--- config.mk ---
export PLATFORM = sky130hd
export DESIGN_NAME = ilv_target_sel
export DESIGN_NICKNAME = d
export VERILOG_FILES = /design/src/rtl/ilv_pkg.sv /design/src/rtl/ilv_way_decode.sv /design/src/rtl/ilv_parity_bank.sv /design/src/rtl/ilv_mod3_tree.sv /design/src/rtl/ilv_target_sel.sv
export SDC_FILE = /design/constraint.sdc
export NUM_CORES = 1
export LEC_CHECK = 0
export ABC_CLOCK_PERIOD_IN_PS = 14740
export BUFFER_PORTS_ARGS = -buffer_cell sky130_fd_sc_hd__buf_2
export CORE_ASPECT_RATIO = 0.9
export CORE_UTILIZATION = 40
export DETAILED_ROUTE_END_ITERATION = 8
export PLACE_DENSITY = 0.76
export SKIP_CTS_REPAIR_TIMING = 1
export SLEW_MARGIN = 10
export SYNTH_ARGS = -nofsm -noshare
export SYNTH_HDL_FRONTEND = slang
export SYNTH_SLANG_ARGS = --single-unit
--- constraint.sdc ---
create_clock -name clk -period 14.74 [get_ports clk]
set_input_delay 0.737 -clock clk [delete_from_list [all_inputs] [get_ports clk]]
set_output_delay 0.737 -clock clk [all_outputs]
set_load 0.05 [all_outputs]
--- src/rtl/ilv_pkg.sv ---
package ilv_pkg;

   // Sum of two residues modulo 3
   function automatic logic [1:0] res3_add(input logic [1:0] a, input logic [1:0] b);
      logic [2:0] s;
      s = {1'b0, a} + {1'b0, b};
      return (s >= 3'd3) ? 2'(s - 3'd3) : s[1:0];
   endfunction

   // Residue of a two-bit chunk value
   function automatic logic [1:0] res3_leaf(input logic [1:0] v);
      return (v == 2'd3) ? 2'd0 : v;
   endfunction

   typedef struct packed {
      logic       supported;
      logic       mod3;
      logic [2:0] nmaps;
   } way_info_t;

endpackage

--- src/rtl/ilv_way_decode.sv ---
module ilv_way_decode #(
   parameter int WAYS_W = 5,
   parameter int NMAP   = 4
) (
   input  logic [WAYS_W-1:0] ways,
   input  logic [WAYS_W-1:0] ntgt,
   output ilv_pkg::way_info_t info,
   output logic              cfg_ok
);
   import ilv_pkg::*;

   always_comb begin
      info = '0;
      case (ways)
         WAYS_W'(1):  info = '{supported: 1'b1, mod3: 1'b0, nmaps: 3'd0};
         WAYS_W'(2):  info = '{supported: 1'b1, mod3: 1'b0, nmaps: 3'd1};
         WAYS_W'(4):  info = '{supported: 1'b1, mod3: 1'b0, nmaps: 3'd2};
         WAYS_W'(8):  info = '{supported: 1'b1, mod3: 1'b0, nmaps: 3'd3};
         WAYS_W'(16): info = '{supported: 1'b1, mod3: 1'b0, nmaps: 3'd4};
         WAYS_W'(3):  info = '{supported: 1'b1, mod3: 1'b1, nmaps: 3'd0};
         WAYS_W'(6):  info = '{supported: 1'b1, mod3: 1'b1, nmaps: 3'd1};
         WAYS_W'(12): info = '{supported: 1'b1, mod3: 1'b1, nmaps: 3'd2};
         default:     info = '0;
      endcase
   end

   assign cfg_ok = info.supported && (32'(info.nmaps) <= NMAP) && (ways == ntgt);
endmodule

--- src/rtl/ilv_parity_bank.sv ---
module ilv_parity_bank #(
   parameter int ADDR_W = 52,
   parameter int NMAP   = 4
) (
   input  logic [ADDR_W-1:0]      addr,
   input  logic [NMAP*ADDR_W-1:0] masks,
   input  logic [2:0]             nmaps,
   output logic [NMAP-1:0]        bits
);
   for (genvar i = 0; i < NMAP; i++) begin : g_map
      logic par;
      assign par     = ^(addr & masks[i*ADDR_W +: ADDR_W]);
      assign bits[i] = par && (32'(nmaps) > i);
   end
endmodule

--- src/rtl/ilv_mod3_tree.sv ---
module ilv_mod3_tree #(
   parameter int W = 52
) (
   input  logic [W-1:0] val,
   output logic [1:0]   rem
);
   import ilv_pkg::*;

   localparam int NCHUNK = (W + 1) / 2;
   localparam int LEVELS = (NCHUNK > 1) ? $clog2(NCHUNK) : 1;
   localparam int LEAVES = 1 << LEVELS;
   localparam int NODES  = 2 * LEAVES - 1;
   localparam int PW     = 2 * NCHUNK;

   logic [PW-1:0]        padded;
   logic [2*NODES-1:0]   node;

   if (PW > W) begin : g_pad
      assign padded = {{(PW - W){1'b0}}, val};
   end else begin : g_nopad
      assign padded = val;
   end

   // Every chunk sits at weight 4^k, which is 1 modulo 3
   for (genvar k = 0; k < LEAVES; k++) begin : g_leaf
      if (k < NCHUNK) begin : g_live
         assign node[2*(LEAVES-1+k) +: 2] = res3_leaf(padded[2*k +: 2]);
      end else begin : g_zero
         assign node[2*(LEAVES-1+k) +: 2] = 2'd0;
      end
   end

   for (genvar j = 0; j < LEAVES - 1; j++) begin : g_add
      assign node[2*j +: 2] = res3_add(node[2*(2*j+1) +: 2], node[2*(2*j+2) +: 2]);
   end

   assign rem = node[1:0];
endmodule

--- src/rtl/ilv_target_sel.sv ---
module ilv_target_sel #(
   parameter int ADDR_W = 52,
   parameter int NMAP   = 4,
   parameter int IDX_W  = 4,
   parameter int WAYS_W = 5,
   parameter int GENC_W = 3,
   parameter int POS_W  = 4,
   parameter int GRAN_BASE = 8
) (
   input  logic                   clk,
   input  logic                   rst,
   input  logic                   in_valid,
   input  logic [ADDR_W-1:0]      in_base,
   input  logic [POS_W-1:0]       in_pos,
   input  logic [GENC_W-1:0]      in_genc,
   input  logic [WAYS_W-1:0]      in_ways,
   input  logic [WAYS_W-1:0]      in_ntgt,
   input  logic [NMAP*ADDR_W-1:0] in_mask,
   output logic                   out_valid,
   output logic [IDX_W-1:0]       out_idx
);
   import ilv_pkg::*;

   localparam int LO_W    = $clog2(ADDR_W + 1) + 1;
   localparam int IDX_MIN = (NMAP >= 2) ? ((NMAP > 4) ? NMAP : 4) : NMAP + 2;

   // Elaboration-time parameter checks
   if (NMAP < 1 || NMAP > 4) begin : g_bad_nmap
      $error("ilv_target_sel: NMAP must be 1..4");
   end
   if (IDX_W < IDX_MIN) begin : g_bad_idx
      $error("ilv_target_sel: IDX_W too narrow for NMAP");
   end
   if (ADDR_W < GRAN_BASE + (1 << GENC_W) + 4) begin : g_bad_addr
      $error("ilv_target_sel: ADDR_W too small for granularity range");
   end

   way_info_t        info;
   logic             cfg_ok;
   logic [ADDR_W-1:0] hpa;
   logic [NMAP-1:0]  par_bits;
   logic [LO_W-1:0]  lo;
   logic [ADDR_W-1:0] low_fill;
   logic [ADDR_W-1:0] mod_field;
   logic [1:0]       rem;
   logic [IDX_W-1:0] par_idx;
   logic [IDX_W-1:0] mod_idx;
   logic [IDX_W-1:0] idx_next;

   ilv_way_decode #(.WAYS_W(WAYS_W), .NMAP(NMAP)) u_dec (
      .ways  (in_ways),
      .ntgt  (in_ntgt),
      .info  (info),
      .cfg_ok(cfg_ok)
   );

   // Slot address: base plus position times granularity
   assign hpa = in_base + (ADDR_W'(in_pos) << (32'(in_genc) + GRAN_BASE));

   ilv_parity_bank #(.ADDR_W(ADDR_W), .NMAP(NMAP)) u_par (
      .addr (hpa),
      .masks(in_mask),
      .nmaps(info.nmaps),
      .bits (par_bits)
   );

   // Field for the remainder: all bits from the lower bound upward
   assign lo        = LO_W'(GRAN_BASE) + LO_W'(info.nmaps) + LO_W'(in_genc);
   assign low_fill  = (ADDR_W'(1) << lo) - ADDR_W'(1);
   assign mod_field = hpa & ~low_fill;

   ilv_mod3_tree #(.W(ADDR_W)) u_m3 (
      .val(mod_field),
      .rem(rem)
   );

   assign par_idx = IDX_W'(par_bits);
   assign mod_idx = info.mod3 ? (IDX_W'(rem) << info.nmaps) : '0;
   assign idx_next = par_idx | mod_idx;

   always_ff @(posedge clk) begin
      if (rst) begin
         out_valid <= 1'b0;
         out_idx   <= '0;
      end else begin
         out_valid <= in_valid && cfg_ok;
         out_idx   <= (in_valid && cfg_ok) ? idx_next : '0;
      end
   end
endmodule

* After elaboration in Yosys (flattened, before gate mapping)
Memory sizes are Yosys's and may differ from the RTL's.
Index checks and enable logic that the tools add are counted.
** Operators by class
- Muxes and demuxes :: 54
- Reduce and logical (&&, ||, !) cells :: 12
- Eq/ne operators :: 27
- Bitwise gates (word level) :: 8
- Shift-type cells :: 3
- $lt $le $gt $ge :: 32
- $add $sub $neg :: 57
** Operators by type and width (number)
- 52-bit AND :: 5
- 52-bit parity :: 4
- 2-bit 2-to-1 mux :: 53
- 2-bit by 2-bit adder with 3-bit output :: 25
- 3-bit by 2-bit >= comparator with 1-bit output (second input constant) :: 25
- 2-bit subtractor (second input constant) :: 27
- 52-bit adder :: 1
- 2-bit == test (second input constant) :: 26
- 52-bit NOT :: 1
- 1-bit by 6-bit << shifter with 52-bit output (first input constant) :: 1
- 4-bit by 5-bit << shifter with 52-bit output :: 1
- 52-bit by 2-bit subtractor with 52-bit output (second input constant) :: 1
- 1-bit logical AND :: 7
- 5-bit by 3-bit adder with 6-bit output :: 1
- 3-bit by 1-bit > comparator with 1-bit output (second input constant) :: 2
- 3-bit by 2-bit > comparator with 1-bit output (second input constant) :: 2
- 3-bit by 4-bit adder with 5-bit output (second input constant) :: 1
- 4-bit by 3-bit adder with 5-bit output (first input constant) :: 1
- 5-bit == test :: 1
- 2-bit >= comparator (second input constant) :: 2
- 4-bit 2-to-1 mux :: 1
- 4-bit OR :: 1
- 2-bit by 3-bit << shifter with 4-bit output :: 1
- 3-bit <= comparator (second input constant) :: 1
- 2 further kinds :: 2
** Storage, ports and cells
- Output and inout port bits :: 5
- Word-level logic and storage cells :: 196
- Memory bits (read-only) :: 160
- Memories :: 1
- Input bits :: 280
- Register bits after elaboration :: 5
** Memories
- (name not given) :: words 32, bits a word 5, read ports 1, clocked after memory_dff 0, write ports 0, line ilv_way_decode.sv:14 : case (ways)

* Logic depth before layout (Yosys ltp)
Gate-level depths: netlist of run 1.
An unclocked memory read counts as a cell.
- Depth after elaboration :: 27
- Gate-level depth with buffers :: 65
- Gate-level depth less buffers :: 60

* Hierarchy
A second synthesis of run 1 with hierarchy kept.
** Second synthesis, totals
- Cells, all modules :: 1069
- Area total of the unflattened synthesis :: 7704.9 um^2
** By module, submodules not included
- ilv_parity_bank :: sequential area each 0.0 um^2, cells each 409, times used 1, area each 2656.3 um^2
- ilv_target_sel :: sequential area each 100.1 um^2, cells each 384, times used 1, area each 2605.0 um^2
- ilv_mod3_tree :: sequential area each 0.0 um^2, cells each 248, times used 1, area each 2245.9 um^2
- ilv_way_decode :: sequential area each 0.0 um^2, cells each 28, times used 1, area each 197.7 um^2

* Worst setup path after synthesis of run 1
No wires, ideal clock.
- Path type :: input to register
- Start point :: in in_ways[2]
- End point :: reg out_idx[1]
- Data required time :: 14654 ps
- Arrival time :: 11469 ps
- Path buffers :: 5
- Stages :: 65
- Setup time :: 86 ps
- Setup slack :: 3185 ps
- Path through :: clkbuf_1 > nor2_1 > a21oi_1 > or3_1 > clkbuf_1 > inv_1 > ha_1 > inv_1 > fa_1 > inv_1 > fa_1 > clkbuf_1 > nand2b_1 > nor2_1 > nand2_1 > ha_1 > clkbuf_1 > and2_1 > [29 not listed] > fa_1 > inv_1 > ha_1 > nor2b_1 > nand3_1 > o21ai_0 > ha_1 > inv_1 > fa_1 > inv_1 > ha_1 > nor2b_1 > nor2_1 > a21oi_1 > o21ai_0 > a2111oi_0 > nor2_1 > a211oi_1
** Between the ends
- Cells in the longest elaborated chain, start to end :: 27
** Ends and longest elaborated chain
- start: declaration :: line ilv_target_sel.sv:16 : input logic [WAYS_W-1:0] in_ways,
- memory read 32 x 5 bit
- 4-bit by 3-bit adder with 5-bit output :: line ilv_target_sel.sv:68 : assign lo = LO_W'(GRAN_BASE) + LO_W'(info.nmaps) + LO_W'(in_genc);
- 5-bit by 3-bit adder with 6-bit output :: line ilv_target_sel.sv:68
- 1-bit by 6-bit << shifter with 52-bit output :: line ilv_target_sel.sv:69 : assign low_fill = (ADDR_W'(1) << lo) - ADDR_W'(1);
- 52-bit by 2-bit subtractor with 52-bit output :: line ilv_target_sel.sv:69
- 52-bit NOT :: line ilv_target_sel.sv:70 : assign mod_field = hpa & ~low_fill;
- 52-bit AND :: line ilv_target_sel.sv:70
- 2-bit == test :: line ilv_pkg.sv:12 : return (v == 2'd3) ? 2'd0 : v;
- [11 not listed]
- 3-bit by 2-bit >= comparator with 1-bit output or 2-bit subtractor (tied branches) :: line ilv_pkg.sv:7 : return (s >= 3'd3) ? 2'(s - 3'd3) : s[1:0];
- 2-bit 2-to-1 mux :: line ilv_pkg.sv:7
- 2-bit by 2-bit adder with 3-bit output :: line ilv_pkg.sv:6 : s = {1'b0, a} + {1'b0, b};
- 3-bit by 2-bit >= comparator with 1-bit output or 2-bit subtractor (tied branches) :: line ilv_pkg.sv:7
- 2-bit 2-to-1 mux :: line ilv_pkg.sv:7
- 2-bit by 3-bit << shifter with 4-bit output :: line ilv_target_sel.sv:78 : assign mod_idx = info.mod3 ? (IDX_W'(rem) << info.nmaps) : '0;
- 4-bit 2-to-1 mux :: line ilv_target_sel.sv:78
- 4-bit OR :: line ilv_target_sel.sv:79 : assign idx_next = par_idx | mod_idx;
- end signal: assignment :: line ilv_target_sel.sv:87 : out_idx <= (in_valid && cfg_ok) ? idx_next : '0;
- end: declaration :: line ilv_target_sel.sv:20 : output logic [IDX_W-1:0] out_idx
Parallel ways exist; a longest one is shown, timed or not.
A chain may end at the register's enable or synchronous reset.

* Worst setup path after layout of run 1
- Start point :: in in_ways[1]
- End point :: reg out_idx[1]
Same word-level chain as after synthesis.

==> results of run 1 <==
[cell type report]
class	instances	area share (%)
repair buffers	291	15.0
flip-flops and latches	5	1.02
clock buffers	4	0.801
inverters	51	1.95
multi-input cells	1072	78.1
well taps	250	3.18
[cells by family after synthesis]
group / count (synthesis) / synth area share [%]
compound gates: 205 / 16.4
buf+inv: 78 / 3.76
simple gates: 550 / 31.6
flops: 5 / 1.24
xor+xnor: 216 / 29.1
mux: 8 / 1.02
fa+ha+maj: 93 / 17.0
[path summary, 6_finish.rpt]
check,cells after the start,start,to
worst max-delay path,61,in_ways[1],out_idx[1]
worst min-delay path,4,rst,out_idx[2]
[placed cells by master (no fill, tap or decap), types with 10 or more instances in the layout]
cell type	count
a21oi_1	54
and2_1	13
nand3b_1	16
inv_1	51
and3_1	15
nand2_1	281
ha_1	65
nand3_1	45
nor3_1	27
nor2b_1	21
a211oi_1	13
nor3b_1	11
xnor3_1	30
xor2_1	58
nand2b_1	10
nand4_1	17
fa_1	28
buf_2	284
xnor2_1	125
o21ai_0	62
nor2_1	65
[state kept, by name (all words and copies together), names as in the netlist]
signal and flops:
out_idx 4, out_valid 1
[power groups by stage]
stage,clock (mW),combinational [mW],sequential [mW]
floorplan,0,2.30,0.0141
global placement,0,2.69,0.0139
detailed placement,0,2.89,0.0139
CTS,0.0443,2.89,0.0137
global route,0.0456,3.32,0.0137
finish,0.0445,2.89,0.0137
[routing by layer]
| metal | GRT usage [%] | share of wire [%] | vias to the layer above |
|---|---|---|---|
| li1 | - | - | 4545 |
| met4 | 11.4 | 4.0 | 0 |
| met5 | 0 | 0 | - |
| met3 | 5.92 | 10 | 65 |
| met2 | 46.5 | 45 | 462 |
| met1 | 36.7 | 41 | 4301 |
[Yosys cell counts (6+ instances only)]
| cell | n |
|---|---|
| clkbuf_1 | 20 |
| nand2_1 | 281 |
| nor2_1 | 65 |
| a31oi_1 | 7 |
| nand2b_1 | 10 |
| nor3_1 | 27 |
| and3_1 | 15 |
| o21a_1 | 7 |
| mux2i_1 | 6 |
| buf_2 | 6 |
| xnor2_1 | 125 |
| nand3b_1 | 16 |
| inv_1 | 51 |
| and2_1 | 13 |
| xor2_1 | 58 |
| nor3b_1 | 11 |
| or2_2 | 6 |
| or3_1 | 6 |
| ha_1 | 65 |
| fa_1 | 28 |
| nor2b_1 | 21 |
| o211ai_1 | 6 |
| a211oi_1 | 13 |
| xnor3_1 | 30 |
| a21oi_1 | 54 |
| a21o_1 | 8 |
| nand4_1 | 17 |
| nand3_1 | 45 |
| and4_1 | 6 |
| o21ai_0 | 62 |
[stage by stage]
step / cell area [um^2] / instances / setup WS (ns) / util, % / hold WS, ns
5_1_grt: 9840 / 1673 / 0.813 / 50.6 / 0.952
6_report: 9840 / 1673 / 1.86 / 50.6 / 0.919
3_3_place_gp: 9760 / 1669 / 2.22 / 50.2 / 1.15
4_1_cts: 9840 / 1673 / 1.95 / 50.6 / 0.917
3_5_place_dp: 9760 / 1669 / 1.81 / 50.2 / 1.14
2_1_floorplan: 8090 / 1155 / 3.19 / - / 0.979
==> summary.txt, run 1 <==
FF/Latch Area = 100 um^2
Clk buf depth = 2
Final slew viol count = 0
Initial antenna violation count = 0
Crit start category = primary input
Switching Share = 55.9%
Peak VDD IR = 0.660 mV
Wire length per cell = 18.1 um
Int Pwr = 1.30 mW
Sequential area share after synthesis = 1.24%
Yosys cell types = 69
Setup-failing EPs final = 0
IO Pins = 285
Number of antenna diodes = 0
# fillers = 1974
CP Data Required Time = 14.88 ns
Critical Path Fanout Max = 18
CTS tree = yes
Cell mode on critical path = inv_1
Remaining Overflow, GRT = 0
CP endpoint kind = flop
IO buf count = 284
Worst Tran Pin Value = 1.07 ns
Status = complete, no violations
Core Region = 19500 um^2
Synth-to-layout area growth = 21.7%
Top-area cell type share of the netlist area = 13.5%
Total power = 2.95 mW
Rows = 48
Headroom to the max-slew limit = 28.3%
Top FF cell, synth = dfxtp_1
Mapped Cells = 1155
Hpwl dp = 26000 um
Post-synthesis sequential element count = 5
Top area cells in the synthesized netlist = xnor2_1 (14%), nand2_1 (13%), ha_1 (10%)
Gate power share = 98.0%
DR iter-0 viols = 623
FFs w/ async S/R, synth = 0%
Total length of routed wires = 30300 um
DRT Pass-1 Iters = 5
Chip Width = 152 um
Crit path time final = 12.88 ns
Crit path buf inv count = 14
CP delay by family, top = adder cells
Largest net degree at the start of global routing = 29
Number of global-route vias before repair = 9083
# DRC = 0
Vias/cell = 5.60
Syn Nets = 1528
Worst min path class = primary input to flop
Post-synth EDFFs = 0
Total GRT Usage = 28.5%
Die area = 20800 um^2
Kind of critical path = primary input to flop
Die H = 137 um
Synth warn = 0
Initial Utilization = 41.6%
P_sw = 1.65 mW
H-Tree Depth = 1
First-pass GRT wire length = 46700 um
Max Cap Viol = 0
Hold Fails Final Rpt = 0
Detail Route Antenna Nets = 0
Sequential power share = 0.5%
Clock share of power = 1.5%
Yosys top cell by area = xnor2_1
Slowest cell on crit path = fa_1
Pwr per Cell Area = 300 nW/um^2
Root Buffer = clkbuf_16
Placer Congestion = 1.00
Syn avg cell area = 7.00 um^2
Post-Syn Area = 8090 um^2
Multi-input gate area = 7680 um^2
Worst path max stage delay = 0.64 ns
Worst-path clk slew = 0.03 ns
Unrepaired setup endpoints after global routing = no
Layout cell share with drive strength beyond 1 = 21.9%
Tcrit/Tclk final = 87.4%
Vias = 9373
Setup TNS = 0 ns
Num Clock Sinks = 5
CP Data Arrival Time = 13.02 ns
Fin nets = 1797
Static Leak = 4.81 nW
Maximum clock rate = 77.6 MHz
CTS Buf Count = 3
Power figures use the tool's default switching activity.
==> inputs of run 2 (changes only) <==
- CORE_UTILIZATION: 40 -> 53
- PLACE_DENSITY: 0.76 -> 0.94
==> summary.txt, run 2 (synthesis results as in run 1) <==
Status = complete, no violations
Vias = 9848
Metal2 WL = 13500 um
Rows = 42
Vias/cell = 6.08
Most frequent cells in the layout = buf_2 (284), nand2_1 (281), xnor2_1 (125)
Peak VDD IR = 1.16 mV
Initial Utilization = 54.6%
Unrepaired setup endpoints after global routing = no
Fin nets = 1796
Top sig layer = met4
Maximum clock rate = 75.9 MHz
Synth-to-layout area growth = 20.8%
Die area = 15800 um^2
Final slew viol count = 0
Crit start category = primary input
Largest net degree at the start of global routing = 29
Sequential power share = 0.5%
Hpwl dp = 25300 um
Total GRT Usage = 36.9%
Number of global-route vias before repair = 9260
CTS Buf Count = 3
Max Cap Viol = 0
Layout cell share with drive strength beyond 1 = 21.8%
Placer Congestion = 1.05
Initial antenna violation count = 1
Cell mode on critical path = inv_1
Hold Fails Final Rpt = 0
Switching Share = 56.6%
Tcrit/Tclk final = 89.4%
Largest regs = out_idx (4), out_valid (1)
Gate power share = 98.1%
CP Data Required Time = 14.87 ns
Pwr per Cell Area = 307 nW/um^2
CP Data Arrival Time = 13.32 ns
Headroom to the max-slew limit = 17.7%
DR iter-0 viols = 1348
Num Clock Sinks = 5
Core Region = 14800 um^2
Setup-failing EPs final = 0
CTS tree = yes
Clock share of power = 1.5%
DRT Pass-1 Iters = 6
CP endpoint kind = flop
Number of antenna diodes = 0
Remaining Overflow, GRT = 0
First-pass GRT wire length = 45700 um
Kind of critical path = primary input to flop
DR WL met3 = 3900 um
Critical Path Fanout Max = 18
Worst min path class = primary input to flop
Total length of routed wires = 30100 um
Die H = 119 um
Setup TNS = 0 ns
Multi-input gate area = 7680 um^2
P_sw = 1.70 mW
Detail Route Antenna Nets = 0
Clk buf depth = 2
Slowest cell on crit path = fa_1
# fillers = 1326
Wire length per cell = 18.6 um
Worst Tran Pin Value = 1.23 ns
Int Pwr = 1.30 mW
# DRC = 0
Root Buffer = clkbuf_16
FF/Latch Area = 100 um^2
Chip Width = 132 um
Most common cell after layout, fill and taps aside = buf_2
Crit path time final = 13.18 ns
Post-Route M1 WL = 11300 um
Worst path max stage delay = 0.64 ns
WHS = 0.915 ns
Biggest register = out_idx
Worst-path clk slew = 0.03 ns
Max reg flops = 4
Static Leak = 4.80 nW
IO buf count = 284
IO Pins = 285
H-Tree Depth = 1
## run 2: path summary, 6_finish.rpt
kind,from,endpoint,slack (ns),depth (start not counted)
worst min-delay path,rst,out_idx[2],0.91,4
worst max-delay path,in_ways[1],out_idx[1],1.56,59
## run 2: area by class of cell
class,count,area share (%)
Multi-Input combinational cell,1072,78.7
Timing Repair Buffer,290,15.0
Tap cell,198,2.54
Inverter,51,1.96
Sequential cell,5,1.02
Clock buffer,4,0.807
## run 2: worst max-delay path: cells and delay by family
family	cells	cell delay, ns
adder cells (fa/ha/maj)	18	5.96
AND/OR/NAND/NOR	20	4.28
AO/OA/AOI/OAI	8	1.49
buffers and inverters	13	0.84
## run 2: power groups by stage
| stage | clock network [mW] | logic (mW) | registers [mW] |
|---|---|---|---|
| after floorplan | 0 | 2.30 | 0.0141 |
| after global placement | 0 | 2.66 | 0.0139 |
| after detailed placement | 0 | 2.86 | 0.0139 |
| after CTS | 0.0443 | 2.91 | 0.0137 |
| after global routing | 0.0451 | 3.28 | 0.0137 |
| final | 0.0443 | 2.94 | 0.0137 |
## run 2: stage by stage
stage | cells | total power [mW] | worst slack, ns | utilization, % | instance area (um^2)
floorplan | 1155 | 2.31 | 3.19 | - | 8090
global placement | 1616 | 2.67 | 2.31 | 65.4 | 9690
detailed placement | 1616 | 2.87 | 1.67 | 65.4 | 9690
CTS | 1620 | 2.97 | 1.76 | 65.9 | 9770
global route | 1620 | 3.34 | 0.608 | 65.9 | 9770
finish | 1620 | 3.00 | 1.56 | 65.9 | 9770
## run 2: routing by layer
layer  GRT usage [%]  up-vias
li1                -     4554
met1            46.4     4477
met2            61.0      690
met3            8.17      127
met4            15.7        0
met5               0        -
